`config.mk`:
```
export PLATFORM = sky130hd
export DESIGN_NAME = rtu_frame_delim
export DESIGN_NICKNAME = d
export VERILOG_FILES = /design/src/rtl/rtu_delim_pkg.sv /design/src/rtl/rtu_gap_timer.sv /design/src/rtl/rtu_byte_tagger.sv /design/src/rtl/rtu_frame_judge.sv /design/src/rtl/rtu_frame_delim.sv
export SDC_FILE = /design/constraint.sdc
export NUM_CORES = 1
export LEC_CHECK = 0
export CAP_MARGIN = 20
export CORE_MARGIN = 10
export CORE_UTILIZATION = 48
export DETAILED_ROUTE_END_ITERATION = 12
export PLACE_DENSITY = 0.7
export SYNTH_ARGS = -nofsm -noshare
export SYNTH_HDL_FRONTEND = slang
export SYNTH_SLANG_ARGS = --single-unit
export TNS_END_PERCENT = 30
```
`constraint.sdc`:
```
create_clock -name clk_i -period 2.5 [get_ports clk_i]
set_input_delay 0.25 -clock clk_i [delete_from_list [all_inputs] [get_ports clk_i]]
set_output_delay 0.25 -clock clk_i [all_outputs]
set_load 0.05 [all_outputs]
```
`src/rtl/rtu_delim_pkg.sv`:
```
package rtu_delim_pkg;

  typedef struct packed {
    logic [7:0] data;
    logic       first;
    logic       last;
  } tag_byte_t;

  // 3.5 character times in clock cycles, rounded down
  function automatic int unsigned gap_cycles(int unsigned cpb, logic par, logic two);
    int unsigned bits;
    bits = 10 + int'(par) + int'(two);
    return (7 * bits * cpb) / 2;
  endfunction

endpackage

```
`src/rtl/rtu_gap_timer.sv`:
```
module rtu_gap_timer #(
  parameter int unsigned CYC_PER_BIT = 16,
  parameter int unsigned CNT_W       = 10
) (
  input  logic clk_i,
  input  logic rst_ni,
  input  logic parity_en_i,
  input  logic two_stop_i,
  input  logic rx_valid_i,
  input  logic active_i,
  output logic gap_hit_o
);

  logic [CNT_W-1:0] cnt_q;
  logic [CNT_W-1:0] limit;

  assign limit     = CNT_W'(rtu_delim_pkg::gap_cycles(CYC_PER_BIT, parity_en_i, two_stop_i));
  assign gap_hit_o = active_i && !rx_valid_i && (cnt_q == limit - 1'b1);

  always_ff @(posedge clk_i or negedge rst_ni) begin
    if (!rst_ni) begin
      cnt_q <= '0;
    end else if (!active_i || rx_valid_i) begin
      cnt_q <= '0;
    end else if (!gap_hit_o) begin
      cnt_q <= cnt_q + 1'b1;
    end
  end

endmodule

```
`src/rtl/rtu_byte_tagger.sv`:
```
module rtu_byte_tagger
  import rtu_delim_pkg::*;
(
  input  logic        clk_i,
  input  logic        rst_ni,
  input  logic        rx_valid_i,
  input  logic [7:0]  rx_data_i,
  input  logic        close_i,
  output logic        active_o,
  output logic [15:0] tail_word_o,
  output logic        out_valid_o,
  output tag_byte_t   out_byte_o
);

  // one byte held back until it is known whether it is the last
  logic       hold_vld_q;
  logic       hold_first_q;
  logic [7:0] hold_data_q;
  logic [7:0] prev_data_q;
  logic       out_valid_q;
  tag_byte_t  out_byte_q;

  always_ff @(posedge clk_i or negedge rst_ni) begin
    if (!rst_ni) begin
      hold_vld_q   <= 1'b0;
      hold_first_q <= 1'b0;
      hold_data_q  <= '0;
      prev_data_q  <= '0;
    end else if (rx_valid_i) begin
      hold_vld_q   <= 1'b1;
      hold_first_q <= !hold_vld_q;
      hold_data_q  <= rx_data_i;
      prev_data_q  <= hold_data_q;
    end else if (close_i) begin
      hold_vld_q   <= 1'b0;
    end
  end

  always_ff @(posedge clk_i or negedge rst_ni) begin
    if (!rst_ni) begin
      out_valid_q <= 1'b0;
      out_byte_q  <= '0;
    end else begin
      out_valid_q <= (rx_valid_i && hold_vld_q) || close_i;
      if ((rx_valid_i && hold_vld_q) || close_i) begin
        out_byte_q.data  <= hold_data_q;
        out_byte_q.first <= hold_first_q;
        out_byte_q.last  <= close_i;
      end
    end
  end

  assign active_o    = hold_vld_q;
  assign tail_word_o = {hold_data_q, prev_data_q};
  assign out_valid_o = out_valid_q;
  assign out_byte_o  = out_byte_q;

endmodule

```
`src/rtl/rtu_frame_judge.sv`:
```
module rtu_frame_judge #(
  parameter int unsigned MIN_LEN = 4
) (
  input  logic        clk_i,
  input  logic        rst_ni,
  input  logic [7:0]  station_addr_i,
  input  logic        rx_valid_i,
  input  logic [7:0]  rx_data_i,
  input  logic        rx_err_i,
  input  logic        active_i,
  input  logic        close_i,
  input  logic [15:0] tail_word_i,
  input  logic        crc_ok_i,
  output logic        chk_valid_o,
  output logic [15:0] chk_word_o,
  output logic        frame_ok_o,
  output logic        resp_en_o
);

  localparam int unsigned LEN_W = $clog2(MIN_LEN + 1);

  logic [7:0]       addr_q;
  logic             err_q;
  logic [LEN_W-1:0] len_q;
  logic             eligible;
  logic             chk_valid_q;
  logic [15:0]      chk_word_q;
  logic             bcast_q;
  logic             ok_q;
  logic             resp_q;

  always_ff @(posedge clk_i or negedge rst_ni) begin
    if (!rst_ni) begin
      addr_q <= '0;
      err_q  <= 1'b0;
      len_q  <= '0;
    end else if (rx_valid_i && !active_i) begin
      addr_q <= rx_data_i;
      err_q  <= rx_err_i;
      len_q  <= LEN_W'(1);
    end else if (rx_valid_i) begin
      err_q  <= err_q | rx_err_i;
      if (len_q != LEN_W'(MIN_LEN)) len_q <= len_q + 1'b1;
    end
  end

  assign eligible = (len_q == LEN_W'(MIN_LEN)) && !err_q &&
                    ((addr_q == station_addr_i) || (addr_q == 8'h00));

  always_ff @(posedge clk_i or negedge rst_ni) begin
    if (!rst_ni) begin
      chk_valid_q <= 1'b0;
      chk_word_q  <= '0;
      bcast_q     <= 1'b0;
      ok_q        <= 1'b0;
      resp_q      <= 1'b0;
    end else begin
      chk_valid_q <= close_i && eligible;
      if (close_i) begin
        chk_word_q <= tail_word_i;
        bcast_q    <= (addr_q == 8'h00);
      end
      ok_q   <= chk_valid_q && crc_ok_i;
      resp_q <= chk_valid_q && crc_ok_i && !bcast_q;
    end
  end

  assign chk_valid_o = chk_valid_q;
  assign chk_word_o  = chk_word_q;
  assign frame_ok_o  = ok_q;
  assign resp_en_o   = resp_q;

endmodule

```
`src/rtl/rtu_frame_delim.sv`:
```
module rtu_frame_delim
  import rtu_delim_pkg::*;
#(
  parameter int unsigned CYC_PER_BIT = 16,
  parameter int unsigned MIN_LEN     = 4
) (
  input  logic        clk_i,
  input  logic        rst_ni,
  input  logic        parity_en_i,
  input  logic        two_stop_i,
  input  logic [7:0]  station_addr_i,
  input  logic        rx_valid_i,
  input  logic [7:0]  rx_data_i,
  input  logic        rx_err_i,
  input  logic        crc_ok_i,
  output logic        byte_valid_o,
  output logic [7:0]  byte_data_o,
  output logic        byte_first_o,
  output logic        byte_last_o,
  output logic        chk_valid_o,
  output logic [15:0] chk_word_o,
  output logic        frame_ok_o,
  output logic        resp_en_o
);

  localparam int unsigned MAX_GAP = (7 * 12 * CYC_PER_BIT) / 2;
  localparam int unsigned CNT_W   = $clog2(MAX_GAP + 1);

  logic        frame_active;
  logic        gap_hit;
  logic [15:0] tail_word;
  tag_byte_t   out_byte;

  rtu_gap_timer #(
    .CYC_PER_BIT(CYC_PER_BIT),
    .CNT_W      (CNT_W)
  ) u_timer (
    .clk_i      (clk_i),
    .rst_ni     (rst_ni),
    .parity_en_i(parity_en_i),
    .two_stop_i (two_stop_i),
    .rx_valid_i (rx_valid_i),
    .active_i   (frame_active),
    .gap_hit_o  (gap_hit)
  );

  rtu_byte_tagger u_tag (
    .clk_i      (clk_i),
    .rst_ni     (rst_ni),
    .rx_valid_i (rx_valid_i),
    .rx_data_i  (rx_data_i),
    .close_i    (gap_hit),
    .active_o   (frame_active),
    .tail_word_o(tail_word),
    .out_valid_o(byte_valid_o),
    .out_byte_o (out_byte)
  );

  rtu_frame_judge #(
    .MIN_LEN(MIN_LEN)
  ) u_judge (
    .clk_i         (clk_i),
    .rst_ni        (rst_ni),
    .station_addr_i(station_addr_i),
    .rx_valid_i    (rx_valid_i),
    .rx_data_i     (rx_data_i),
    .rx_err_i      (rx_err_i),
    .active_i      (frame_active),
    .close_i       (gap_hit),
    .tail_word_i   (tail_word),
    .crc_ok_i      (crc_ok_i),
    .chk_valid_o   (chk_valid_o),
    .chk_word_o    (chk_word_o),
    .frame_ok_o    (frame_ok_o),
    .resp_en_o     (resp_en_o)
  );

  assign byte_data_o  = out_byte.data;
  assign byte_first_o = out_byte.first;
  assign byte_last_o  = out_byte.last;

endmodule

```
Yosys cells after proc, flatten, opt, wreduce, memory -nomap -nowiden
Index checks and enable logic that the tools add are counted.
Widths: inputs -> output; s select.
Operators by class
  $add $sub $neg: 5
  multipliers: 1
  equality and inequality tests: 5
  muxes and demuxes: 9
  bitwise operators: 1
  reductions and logical operators: 21
Operators by type and width (number)
  $add 32x2->32: 1
  $mul 3x32->7 const A: 1
  $mux 10: 2
  $add 10x1->10 const B: 1
  $eq 10x10->1: 1
  $sub 10x1->10 const B: 1
  $logic_and 1x1->1: 9
  $mux 3: 3
  $eq 8x8->1: 1
  $logic_not 8->1: 1
  $reduce_bool 2->1: 3
  $add 4x1->5 const A: 1
  $logic_not 1->1: 4
  $mux 1: 4
  $add 3x1->3 const B: 1
  $eq 3x3->1 const B: 1
  $logic_or 1x1->1: 3
  $ne 3x3->1 const B: 1
  $ne 2x2->1 const B: 1
  $reduce_and 2->1: 1
  $or 1x1->1: 1
Word-level totals
  register bits after elaboration: 71
  input bits: 23
  word-level logic and storage cells: 59

Depth between registers and ports, before layout
  depth after elaboration: 8
  gate-level depth with buffers: 7
  mapped depth without buffers: 6

By module
Synthesis repeated with hierarchy kept, for this count alone.
Second synthesis, totals
  cell total of the unflattened synthesis: 236
  area total of the unflattened synthesis: 3145.5 sq um
Modules (own cells, without submodules)
  rtu_frame_judge: times used 1, cells each 97, area each 1353.8 sq um, sequential area each 800.8 sq um
  rtu_byte_tagger: times used 1, cells each 64, area each 1122.3 sq um, sequential area each 725.7 sq um
  rtu_gap_timer: times used 1, cells each 75, area each 669.4 sq um, sequential area each 250.2 sq um

Worst setup path before layout
No wires, ideal clock.
  path kind: input -> register
  from: input port parity_en_i
  to: register u_judge.bcast_q
  library setup time: 0.127 ns
  arrival time: 1.837 ns
  required time: 2.373 ns
  setup slack: 0.536 ns
  stages on the path: 7
  cell sequence: ha_1 -> or3b_1 -> a22oi_2 -> and3_1 -> buf_6 -> buf_6 -> mux2_1
Between the ends
  word-level cells in the longest chain between the ends: 6
Ends and longest elaborated chain
  from (decl): RTL line rtu_frame_delim.sv:9  | input logic parity_en_i,
  $add 4x1->5: RTL line rtu_delim_pkg.sv:12  | bits = 10 + int'(par) + int'(two);
  $add 32x2->32: RTL line rtu_delim_pkg.sv:12
  $mul 3x32->7: RTL line rtu_delim_pkg.sv:13  | return (7 * bits * cpb) / 2;
  $sub 10x1->10: RTL line rtu_gap_timer.sv:18  | assign gap_hit_o = active_i && !rx_valid_i && (cnt_q == limit - 1'b1);
  $eq 10x10->1: RTL line rtu_gap_timer.sv:18
  $logic_and 1x1->1: RTL line rtu_gap_timer.sv:18
  to (signal assigned): RTL line rtu_frame_judge.sv:61  | bcast_q <= (addr_q == 8'h00);
  to (decl): RTL line rtu_frame_judge.sv:28  | logic bcast_q;
Every way passes these cells.
A chain may end at the register's enable or synchronous reset.

Final worst setup path
  from: input port parity_en_i
  to: register u_timer.cnt_q[5]
Between the ends
  word-level cells in the longest chain between the ends: 7
Ends and longest elaborated chain
  $add 4x1->5: RTL line rtu_delim_pkg.sv:12
  $add 32x2->32: RTL line rtu_delim_pkg.sv:12
  $mul 3x32->7: RTL line rtu_delim_pkg.sv:13
  $sub 10x1->10: RTL line rtu_gap_timer.sv:18
  $eq 10x10->1: RTL line rtu_gap_timer.sv:18
  $logic_and 1x1->1: RTL line rtu_gap_timer.sv:18
  $ne 2x2->1 (no line)
  to (signal assigned): RTL line rtu_gap_timer.sv:26  | cnt_q <= cnt_q + 1'b1;
  to (decl): RTL line rtu_gap_timer.sv:14  | logic [CNT_W-1:0] cnt_q;
Every way passes these cells.

==> qor.txt <==
reg2reg path depth = 5
CTS tree = built
Detail Placement HPWL = 5301 um
Starting Density = 0.4888
Root Buffer Master = clkbuf_8
GRT Util Overall = 0.1575
Worst VDD drop = 496.5 uV
Final period util = 0.8519
Die W = 102.7 um
syn nets = 325
diode count = 0
post-synth top area cell = dfrtp_1
main flop type after synthesis = dfrtp_1
Worst Max-Slew Pin Slew = 0.6209 ns
share of layout cells above drive strength 1 = 0.1497
Nets = 377
antenna viol nets, final = 0
launch point of the worst path = parity_en_i
Max-slew headroom = 0.5852
R2R Path End = u_timer.cnt_q[5]
final hold vios = 0
syn avg cell area = 11.06 um2
Power Dens Cells = 670.4 nW/um2
Clock Path Buffers = 2
CTS Buf Count = 9
Async S/R FF share, synth = 1.000
IO Count = 53
initial antenna violation count = 0
Worst setup EP type = flip-flop
top cell type's share of synthesized area = 0.5410
Clock Skew = 0.008359 ns
area grow syn2layout = 24.80%
port bufs = 52
Hold/Removal Path Class = input port to async pin
Critical Path RT = 2.73 ns
Reg-to-Reg Start = u_timer.cnt_q[4]
Max Clk Rate = 0.4695 GHz
CP startpoint kind = input port
CTS-repair resized insts = 0
first-pass GRT wire length = 13,080 um
H-tree Lvls = 3
Via density = 5.705
sequential cell area fraction in the yosys report = 0.5410
routed wire length = 7611 um
top cells by area, synth = dfrtp_1 (54%), mux2_2 (8.6%), nand2_1 (3.9%)
crit path time final = 2.130 ns
run status = finished clean
post-CTS setup buffers = 0
FF+latch count, synth = 71
mapped cell area = 3284 um2
CP arrival = 2.36 ns
Rows = 30
clk sinks = 71
Min Hold Slack = 0.4427 ns
Post-synth EDFFs = 0
final slew viol count = 0
die height = 102.7 um
Skew-Pair Late Insertion Delay = 0.34 ns
Mapped Cells = 297
DRC errors left = 0
r2r setup slk = 0.54 ns
RePlAce Congestion = 0.7967
WS Path Type = input port to flip-flop
TNS Setup = 0 ns
maximum fanout along the worst path = 30
Clock transition at path regs = 0.08 ns
grt ovf = 0
area of placed instances = 3877 um2
post-route design area = 4099 um2
routed length per instance = 17.54 um
Hold Buf Count CTS = 1
drt pass-1 iters = 4
largest net degree at the start of global routing = 31
number of distinct library cells after synthesis = 41
Max-Cap Viols = 0
Final setup viols = 0
Lkg Pwr = 1.837 nW
vias in the first global route = 2,634
Iteration-0 DRC Markers = 152
RSZ-0062 raised after global routing = no
die area = 10,550 um2
Synth Warn # = 0
core area = 6719 um2
Vias = 2,476
==> synthesized netlist by cell type (3+ instances only) <==
library cell / n
dfrtp_1: 71
nand2_1: 34
mux2_2: 25
nor2_1: 15
inv_1: 14
nand4_1: 12
clkbuf_1: 11
a222oi_1: 9
nand3_1: 9
o311ai_0: 9
a21oi_1: 8
mux2_1: 8
xor2_1: 8
o21ai_0: 7
ha_1: 5
nor3_1: 4
nor4_1: 4
xnor2_1: 4
and3_1: 3
buf_1: 3
buf_2: 3
nand2b_1: 3
nor2b_1: 3
or4_1: 3
==> critical path, stage by stage <==
cell and delay, ns:
clkdlybuf4s50_1 0.43, ha_1 0.32, or3b_1 0.37, a22oi_2 0.19, buf_4 0.31, a2111oi_0 0.16, a311o_1 0.33
==> flip-flops by register name (all words and copies together), names as in the netlist <==
signal               cells
u_judge.resp_en_o        1
u_tag.hold_data_q        8
u_judge.err_q            1
u_judge.chk_word_o      16
u_tag.active_o           1
u_tag.out_valid_o        1
u_tag.hold_first_q       1
u_timer.cnt_q           10
u_judge.addr_q           8
u_judge.bcast_q          1
u_judge.frame_ok_o       1
u_judge.chk_valid_o      1
u_tag.out_byte_o        10
u_tag.prev_data_q        8
u_judge.len_q            3
==> worst max-delay path by stage <==
| stage | endpoint | slack (ns) |
|---|---|---|
| finish | u_timer.cnt_q[5] | 0.37 |
| global route | u_timer.cnt_q[5] | 0.28 |
| CTS | u_timer.cnt_q[5] | 0.39 |
| detailed placement | u_timer.cnt_q[5] | 0.03 |
| global placement | u_timer.cnt_q[5] | 0.09 |
| floorplan | u_judge.bcast_q | 0.54 |
==> layer usage <==
metal | GRT usage | part of all wire | vias up
met3 | 0.04491 | 0.057 | 10
li1 | - | - | 1177
met5 | 0 | 0 | -
met2 | 0.2429 | 0.48 | 58
met1 | 0.2021 | 0.45 | 1231
met4 | 0.06725 | 0.014 | 0
==> power by group <==
group          switching [mW]  leakage, nW  internal [mW]
combinational           0.242        0.833          0.191
sequential             0.0885        0.895           1.25
clock                   0.426        0.109          0.554
==> area by class of cell <==
type	instances	area [um2]
clock buffers	9	123.9
clock inverters	7	87.58
fillers	554	2620
inverters	14	52.55
multi-input cells	192	1360
flip-flops and latches	71	1777
well taps	80	100.1
repair buffers	61	598.1
==> stage by stage <==
stage                     power, mW  setup WS (ns)    util  std cells
final                         2.748         0.3702  0.6101        434
after CTS                     2.777         0.3947  0.6101        434
after global routing          2.886         0.2771  0.6101        434
after detailed placement      1.793        0.03119  0.5771        417
after global placement        1.771        0.09266  0.5771        417
after floorplan               1.615         0.5359       -        297
==> cells by family after synthesis <==
logic type,share of synthesized area
AOI/OAI and AO/OA,0.09981
and+or+nand+nor,0.1501
adders and majority gates,0.01905
buffers and inverters,0.04495
muxes,0.1131
DFF,0.5410
xor gates and xnor gates,0.03200
==> layout by cell type (no fill, tap or decap), drive strengths merged, types with 3 or more instances in the layout <==
master         synthesis  final
ha                     5      5
a21oi                  8      8
nand4                 12     12
a222oi                 9      9
clkdlybuf4s50          0     51
nor2b                  3      3
nor4                   4      4
buf                    8      9
nor2                  15     15
o311ai                 9      9
xnor2                  4      4
o21ai                  7      7
and3                   3      3
dfrtp                 71     71
nand2                 34     34
nand2b                 3      3
nand3                  9      9
or4                    3      3
inv                   14     14
clkinv                 0      4
mux2                  33     33
nor3                   4      4
xor2                   8      8
clkbuf                12      9
Power figures use the tool's default switching activity.
